## config.mk

```make
export PLATFORM = sky130hd
export DESIGN_NAME = seg_xlate
export DESIGN_NICKNAME = d
export VERILOG_FILES = /design/src/rtl/seg_xlate_pkg.sv /design/src/rtl/seg_xlate_ctrl.sv /design/src/rtl/seg_xlate_dp.sv /design/src/rtl/seg_xlate.sv
export SDC_FILE = /design/constraint.sdc
export NUM_CORES = 1
export LEC_CHECK = 0
export BUFFER_PORTS_ARGS = -buffer_cell sky130_fd_sc_hd__buf_2
export CORE_MARGIN = 5
export CORE_UTILIZATION = 64
export CTS_CLUSTER_DIAMETER = 40
export CTS_CLUSTER_SIZE = 25
export DETAILED_ROUTE_END_ITERATION = 10
export PLACE_DENSITY = 0.86
export SETUP_SLACK_MARGIN = 0.1
export SYNTH_ARGS = -nofsm -noshare
export SYNTH_HDL_FRONTEND = slang
export SYNTH_SLANG_ARGS = --single-unit
export TNS_END_PERCENT = 5
```

## constraint.sdc

```tcl
create_clock -name clk -period 6.6 [get_ports clk]
set_input_delay 0.33 -clock clk [delete_from_list [all_inputs] [get_ports clk]]
set_output_delay 0.33 -clock clk [all_outputs]
set_load 0.01 [all_outputs]
```

## src/rtl/seg_xlate_pkg.sv

```systemverilog
package seg_xlate_pkg;

  localparam int PHYS_W = 24;
  localparam int OFF_W  = 16;
  localparam int LEN_W  = OFF_W + 1;

  typedef enum logic [1:0] {
    CAUSE_NONE   = 2'b00,
    CAUSE_PERM   = 2'b01,
    CAUSE_TYPE   = 2'b10,
    CAUSE_BOUNDS = 2'b11
  } cause_e;

  // strobes from control to datapath
  typedef struct packed {
    logic latchReq;
    logic fillEntry;
    logic rspFromCache;
    logic rspFromTable;
    logic rspPermFault;
  } xlate_strobe_t;

  typedef struct packed {
    cause_e            cause;
    logic [PHYS_W-1:0] addr;
  } xlate_result_t;

  // type check ranks above the length check
  function automatic xlate_result_t judgeAccess(
    input logic [PHYS_W-1:0] segBase,
    input logic [LEN_W-1:0]  segLen,
    input logic              segIsAccess,
    input logic [OFF_W-1:0]  offset,
    input logic [1:0]        kind
  );
    xlate_result_t res;
    res.addr  = '0;
    res.cause = CAUSE_NONE;
    if (segIsAccess != kind[1]) begin
      res.cause = CAUSE_TYPE;
    end else if ({1'b0, offset} >= segLen) begin
      res.cause = CAUSE_BOUNDS;
    end else begin
      res.addr = segBase + PHYS_W'(offset);
    end
    return res;
  endfunction

endpackage

```

## src/rtl/seg_xlate_ctrl.sv

```systemverilog
module seg_xlate_ctrl
  import seg_xlate_pkg::*;
(
  input  logic          clk,
  input  logic          rstN,
  input  logic          reqValid,
  input  logic          permOk,
  input  logic          cacheHit,
  input  logic          tblAck,
  output logic          reqReady,
  output logic          tblReq,
  output xlate_strobe_t strobe
);

  typedef enum logic {ST_IDLE, ST_FETCH} state_e;

  state_e state, nextState;

  always_comb begin
    strobe    = '0;
    nextState = state;
    unique case (state)
      ST_IDLE: begin
        if (reqValid) begin
          if (!permOk) begin
            strobe.rspPermFault = 1'b1;
          end else if (cacheHit) begin
            strobe.rspFromCache = 1'b1;
          end else begin
            strobe.latchReq = 1'b1;
            nextState       = ST_FETCH;
          end
        end
      end
      ST_FETCH: begin
        if (tblAck) begin
          strobe.fillEntry    = 1'b1;
          strobe.rspFromTable = 1'b1;
          nextState           = ST_IDLE;
        end
      end
      default: nextState = ST_IDLE;
    endcase
  end

  always_ff @(posedge clk or negedge rstN) begin
    if (!rstN) state <= ST_IDLE;
    else       state <= nextState;
  end

  assign reqReady = (state == ST_IDLE);
  assign tblReq   = (state == ST_FETCH);

  // fetch request stays up until the table answers
  assert_fetch_held_R4: assert property (@(posedge clk) disable iff (!rstN)
    (tblReq && !tblAck) |=> tblReq);

  // no new request is taken while a fetch is open
  assert_busy_during_fetch_R4: assert property (@(posedge clk) disable iff (!rstN)
    tblReq |-> !reqReady);

  // a refused selector never reaches the table
  assert_no_fetch_on_refusal_R5: assert property (@(posedge clk) disable iff (!rstN)
    (reqValid && reqReady && !permOk) |=> !tblReq);

endmodule

```

## src/rtl/seg_xlate_dp.sv

```systemverilog
module seg_xlate_dp
  import seg_xlate_pkg::*;
#(
  parameter int SEL_W   = 4,
  parameter int ENTRIES = 4
) (
  input  logic              clk,
  input  logic              rstN,
  input  logic              invalidate,
  input  xlate_strobe_t     strobe,
  input  logic [SEL_W-1:0]  reqSel,
  input  logic [OFF_W-1:0]  reqOffset,
  input  logic [1:0]        reqKind,
  input  logic [PHYS_W-1:0] tblBase,
  input  logic [LEN_W-1:0]  tblLen,
  input  logic              tblType,
  output logic              cacheHit,
  output logic [SEL_W-1:0]  heldSel,
  output logic              rspValid,
  output logic [PHYS_W-1:0] rspAddr,
  output cause_e            rspCause
);

  localparam int IDX_W = (ENTRIES > 1) ? $clog2(ENTRIES) : 1;
  localparam logic [IDX_W-1:0] LAST_IDX = IDX_W'(ENTRIES - 1);

  logic [ENTRIES-1:0] entValid;
  logic [ENTRIES-1:0] entType;
  logic [ENTRIES-1:0] hitVec;
  logic [SEL_W-1:0]   entTag  [ENTRIES];
  logic [PHYS_W-1:0]  entBase [ENTRIES];
  logic [LEN_W-1:0]   entLen  [ENTRIES];
  logic [IDX_W-1:0]   fillPtr;

  logic [OFF_W-1:0]   heldOff;
  logic [1:0]         heldKind;

  logic [PHYS_W-1:0]  hitBase;
  logic [LEN_W-1:0]   hitLen;
  logic               hitType;
  xlate_result_t      nextRes;

  // tag compare, one comparator per entry
  for (genvar gi = 0; gi < ENTRIES; gi++) begin : g_match
    assign hitVec[gi] = entValid[gi] && (entTag[gi] == reqSel);
  end

  assign cacheHit = |hitVec;

  always_comb begin
    hitBase = '0;
    hitLen  = '0;
    hitType = 1'b0;
    for (int i = 0; i < ENTRIES; i++) begin
      if (hitVec[i]) begin
        hitBase = entBase[i];
        hitLen  = entLen[i];
        hitType = entType[i];
      end
    end
  end

  // valid bits and fill pointer; flush wins over a fill
  always_ff @(posedge clk or negedge rstN) begin
    if (!rstN) begin
      entValid <= '0;
      fillPtr  <= '0;
    end else if (invalidate) begin
      entValid <= '0;
      fillPtr  <= '0;
    end else if (strobe.fillEntry) begin
      for (int i = 0; i < ENTRIES; i++) begin
        if (fillPtr == IDX_W'(i)) entValid[i] <= 1'b1;
      end
      fillPtr <= (fillPtr == LAST_IDX) ? '0 : fillPtr + 1'b1;
    end
  end

  always_ff @(posedge clk) begin
    if (strobe.fillEntry && !invalidate) begin
      for (int i = 0; i < ENTRIES; i++) begin
        if (fillPtr == IDX_W'(i)) begin
          entTag[i]  <= heldSel;
          entBase[i] <= tblBase;
          entLen[i]  <= tblLen;
          entType[i] <= tblType;
        end
      end
    end
  end

  always_ff @(posedge clk or negedge rstN) begin
    if (!rstN) begin
      heldSel  <= '0;
      heldOff  <= '0;
      heldKind <= '0;
    end else if (strobe.latchReq) begin
      heldSel  <= reqSel;
      heldOff  <= reqOffset;
      heldKind <= reqKind;
    end
  end

  always_comb begin
    nextRes.cause = CAUSE_NONE;
    nextRes.addr  = '0;
    if (strobe.rspPermFault) begin
      nextRes.cause = CAUSE_PERM;
    end else if (strobe.rspFromCache) begin
      nextRes = judgeAccess(hitBase, hitLen, hitType, reqOffset, reqKind);
    end else if (strobe.rspFromTable) begin
      nextRes = judgeAccess(tblBase, tblLen, tblType, heldOff, heldKind);
    end
  end

  always_ff @(posedge clk or negedge rstN) begin
    if (!rstN) begin
      rspValid <= 1'b0;
      rspAddr  <= '0;
      rspCause <= CAUSE_NONE;
    end else begin
      rspValid <= strobe.rspPermFault | strobe.rspFromCache | strobe.rspFromTable;
      rspAddr  <= nextRes.addr;
      rspCause <= nextRes.cause;
    end
  end

  // a selector never sits in two entries
  assert_single_match_R8: assert property (@(posedge clk) disable iff (!rstN)
    $onehot0(hitVec));

  // after a flush nothing matches
  assert_flush_empties_R9: assert property (@(posedge clk) disable iff (!rstN)
    invalidate |=> !cacheHit);

endmodule

```

## src/rtl/seg_xlate.sv

```systemverilog
module seg_xlate
  import seg_xlate_pkg::*;
#(
  parameter int SEL_W   = 4,
  parameter int ENTRIES = 4
) (
  input  logic                  clk,
  input  logic                  rstN,
  input  logic                  invalidate,
  input  logic [(1<<SEL_W)-1:0] permMask,
  input  logic                  reqValid,
  output logic                  reqReady,
  input  logic [SEL_W-1:0]      reqSel,
  input  logic [15:0]           reqOffset,
  input  logic [1:0]            reqKind,
  output logic                  tblReq,
  output logic [SEL_W-1:0]      tblSel,
  input  logic                  tblAck,
  input  logic [23:0]           tblBase,
  input  logic [16:0]           tblLen,
  input  logic                  tblType,
  output logic                  rspValid,
  output logic [23:0]           rspAddr,
  output logic                  rspFault,
  output logic [1:0]            rspCause
);

  xlate_strobe_t strobe;
  logic          permOk;
  logic          cacheHit;
  cause_e        causeQ;

  assign permOk = permMask[reqSel];

  seg_xlate_ctrl ctrl_i (
    .clk      (clk),
    .rstN     (rstN),
    .reqValid (reqValid),
    .permOk   (permOk),
    .cacheHit (cacheHit),
    .tblAck   (tblAck),
    .reqReady (reqReady),
    .tblReq   (tblReq),
    .strobe   (strobe)
  );

  seg_xlate_dp #(.SEL_W(SEL_W), .ENTRIES(ENTRIES)) dp_i (
    .clk        (clk),
    .rstN       (rstN),
    .invalidate (invalidate),
    .strobe     (strobe),
    .reqSel     (reqSel),
    .reqOffset  (reqOffset),
    .reqKind    (reqKind),
    .tblBase    (tblBase),
    .tblLen     (tblLen),
    .tblType    (tblType),
    .cacheHit   (cacheHit),
    .heldSel    (tblSel),
    .rspValid   (rspValid),
    .rspAddr    (rspAddr),
    .rspCause   (causeQ)
  );

  assign rspCause = causeQ;
  assign rspFault = (causeQ != CAUSE_NONE);

  // a hit answers next cycle without touching the table
  assert_hit_latency_R3: assert property (@(posedge clk) disable iff (!rstN)
    (reqValid && reqReady && permOk && cacheHit) |=> (rspValid && !tblReq));

  // answer follows the table acknowledge by one cycle
  assert_reply_after_ack_R4: assert property (@(posedge clk) disable iff (!rstN)
    (tblReq && tblAck) |=> rspValid);

  // refusal reported in the next cycle
  assert_refusal_cause_R5: assert property (@(posedge clk) disable iff (!rstN)
    (reqValid && reqReady && !permOk) |=> (rspValid && rspCause == 2'b01));

  // a faulting answer carries no address
  assert_fault_zero_addr_R6: assert property (@(posedge clk) disable iff (!rstN)
    (rspValid && rspFault) |-> (rspAddr == '0));

endmodule

```

==> flow_summary.json <==
{
  "die_area_um2": 21000,
  "num_antenna_cells": 0,
  "grt_pass1_vias": 8303,
  "antenna_found_initial": 2,
  "async_reset_ff_share_pct": 23.0,
  "nets": 1184,
  "cts.sinks": 239,
  "syn_inst": 902,
  "p_per_area_nw_per_um2": 304,
  "finClkSkew_ps": 18.7,
  "die_h_um": 145,
  "io_pins": 119,
  "cts_tree": "built",
  "crit_path_end_kind": "flip-flop",
  "dieWidth_um": 145,
  "area_growth_pct": 15.5,
  "gp_congestion": 0.898,
  "drtIter0Drc": 863,
  "clock_latency_ps": 530,
  "first_pass_iters": 5,
  "vias": 8255,
  "grt_max_degree": 56,
  "min_period_ps": 4810,
  "grt_overflow": 0,
  "track_usage_pct": 26.6,
  "drc": 0,
  "cp.required_ps": 7030,
  "cts_setup_buffers": 0,
  "drv_slew": 0,
  "io_buffers": 117,
  "rsz0062_at_grt": "no",
  "cp_max_fo": 22,
  "placed_area_um2": 12500,
  "htree_levels": 1,
  "drive_gt1_share_pct": 20.7,
  "rows": 49,
  "ir_worst_vdd_uv": 271,
  "cts.reportedPaths.clkPinSlew_ps": 70,
  "synth_edf_count": 184,
  "min_period_over_period_pct": 72.9,
  "yosys_warnings": 0,
  "cp-start-kind": "flip-flop",
  "finalSetupViolCount": 0,
  "ys_types": 66,
  "final_common_cell": "edfxtp_1",
  "postSynthAreaPerCell_um2": 12.9,
  "final_area_um2": 13500,
  "tightestPinTransition_ps": 1270,
  "maxSlewHeadroom_pct": 15.4,
  "fmax_mhz": 208,
  "cts.path.max_buffers": 3,
  "fin_setup_tns_ps": 0,
  "wl_mm": 28.7,
  "syn_area_um2": 11700,
  "leakagePower_uw": 0.00535,
  "maxCapViolations": 0,
  "hold_viol": 0,
  "crit_arrival_ps": 5240,
  "grt_pass1_wl_mm": 45.2,
  "vias_per_cell": 6.48,
  "fill_cells": 1108,
  "cts_root_buffer": "clkbuf_16",
  "coreArea_um2": 18000,
  "numCtsBuffers": 26,
  "wl_per_cell_um": 22.5,
  "hold_class": "in -> reg",
  "syn_nets": 1061,
  "ys.flop_type": "edfxtp_1",
  "ys_seq_area_share_pct": 59.2,
  "synth-seq-cells": 239,
  "post-dp-hpwl_mm": 19.9,
  "ant_nets": 0,
  "outcome": "complete, no violations",
  "path_class": "reg -> reg",
  "start_util_pct": 64.9,
  "layout_common_cells": "184 x edfxtp_1, 117 x buf_2, 72 x ha_1"
}
## synthesized netlist by cell type (all sizes together) (3+ instances only)
master  count  area share (%)
a211o       5            0.38
a211oi      7            0.56
a21boi      4            0.26
a21o       25             1.6
a21oi      48             2.1
a221o      18             1.5
a221oi     24             1.9
a31oi       4            0.27
and2        6            0.34
and3        9            0.53
buf        24             1.2
clkbuf     12            0.39
dfrtp      55              12
edfxtp    184              47
ha         72             7.7
inv        31             1.0
mux2       20             1.9
mux4        5             1.1
nand2      48             1.5
nand2b     10            0.54
nand3      19            0.82
nand4       5            0.27
nor2       44             1.4
nor2b       5            0.27
nor3       28             1.2
nor3b       5            0.32
o21a        7            0.45
o21ai      59             2.5
o22ai      18            0.97
o31a        6            0.45
o32ai       3            0.23
o41ai       3            0.23
or2         4            0.24
or3         5            0.27
xnor2      33             2.5
xor2       23             1.7
## worst max-delay path, stage by stage, from the launching register on
cell and delay (ps):
edfxtp_1 380, xnor2_1 130, nand3_1 280, or2_1 680, buf_4 430, o21ai_0 110, o21ai_0 150, ha_1 270
inv_1 80, fa_1 400, nand3b_1 200, a21oi_1 210, o21ai_0 180, nand3_1 160, nand3_1 160, a211o_1 390
o211a_1 240, o31ai_1 250
## where the power goes
group | switching (uW) | leakage, uW | internal, uW
Sequential | 76.3 | 0.00237 | 1720
Combinational | 392 | 0.00250 | 301
Clock | 652 | 0.000475 | 945
## through the flow
step | setup WS, ps | hold slack, ps | cells | util, % | power (uW)
2_1_floorplan | 2380 | 34.4 | 902 | - | 2270
3_3_place_gp | 1750 | 466 | 1224 | 69.3 | 2460
3_5_place_dp | 1670 | 481 | 1224 | 69.3 | 2500
4_1_cts | 1790 | 19.4 | 1274 | 74.9 | 4090
5_1_grt | 1310 | 27.9 | 1274 | 74.9 | 4240
6_report | 1790 | 33.5 | 1274 | 74.9 | 4090
## layout make-up
type	count	area, um2	share of cell area, %
multi-input combinational	596	4470	33.2
sequential	239	6900	51.3
tap	229	287	2.13
clock buffer	29	683	5.08
inverter	31	116	0.865
timing repair buffer	131	696	5.17
clock inverter	19	305	2.27
## sequential cells by signal, summed over array words and instances, names as in the netlist
register       count
dp_i.entLen       68
dp_i.heldSel       4
dp_i.heldOff      16
dp_i.rspAddr      24
dp_i.fillPtr       2
dp_i.entTag       16
dp_i.entValid      4
ctrl_i.tblReq      1
dp_i.rspCause      2
dp_i.heldKind      1
dp_i.entBase      96
dp_i.rspValid      1
dp_i.entType       4
## kinds of logic (layout without fill, tap and decap cells)
logic type / count (synthesis) / after routing / share of synthesized area (%)
DFF: 239 / 239 / 59.2
xor gates and xnor gates: 56 / 56 / 4.21
and+or+nand+nor: 195 / 195 / 8.23
adders and majority gates: 74 / 74 / 8.07
buffers and inverters: 67 / 210 / 2.61
muxes: 27 / 27 / 3.20
AOI/OAI and AO/OA: 244 / 244 / 14.5
## path summary, 6_finish.rpt
kind	slack, ps	end	from	cells after the start
min in group asynchronous	470	dp_i.heldSel[2]$_DFFE_PN0P_	rstN	3
setup reg to reg	1790	dp_i.rspAddr[20]$_DFF_PN0_	dp_i.entTag[2][0]$_DFFE_PP_	17
hold / removal	30	dp_i.entLen[2][5]$_DFFE_PP_	tblLen[5]	1
setup / recovery	1790	dp_i.rspAddr[20]$_DFF_PN0_	dp_i.entTag[2][0]$_DFFE_PP_	17
max in group asynchronous	5600	dp_i.rspAddr[10]$_DFF_PN0_	rstN	3
hold reg to reg	520	dp_i.entValid[2]$_DFFE_PN0P_	dp_i.entValid[2]$_DFFE_PN0P_	1
## routing by layer
layer  vias to the layer above  track usage, %  wire length [um]  part of all wire (%)
met1                      4009            37.9             11600                    40
met4                         4            8.05               706                   2.5
met3                        70            4.52              2670                   9.3
met2                       451            42.6             13700                    48
li1                       3721               -                 -                     -
met5                         -               0                33                  0.11
## timing repair
item                      CTS  global route
hold endpoints to repair   57             0
hold buffers                2             0
gates resized for setup     0             0
No activity file was read; power rests on OpenSTA's default activity.
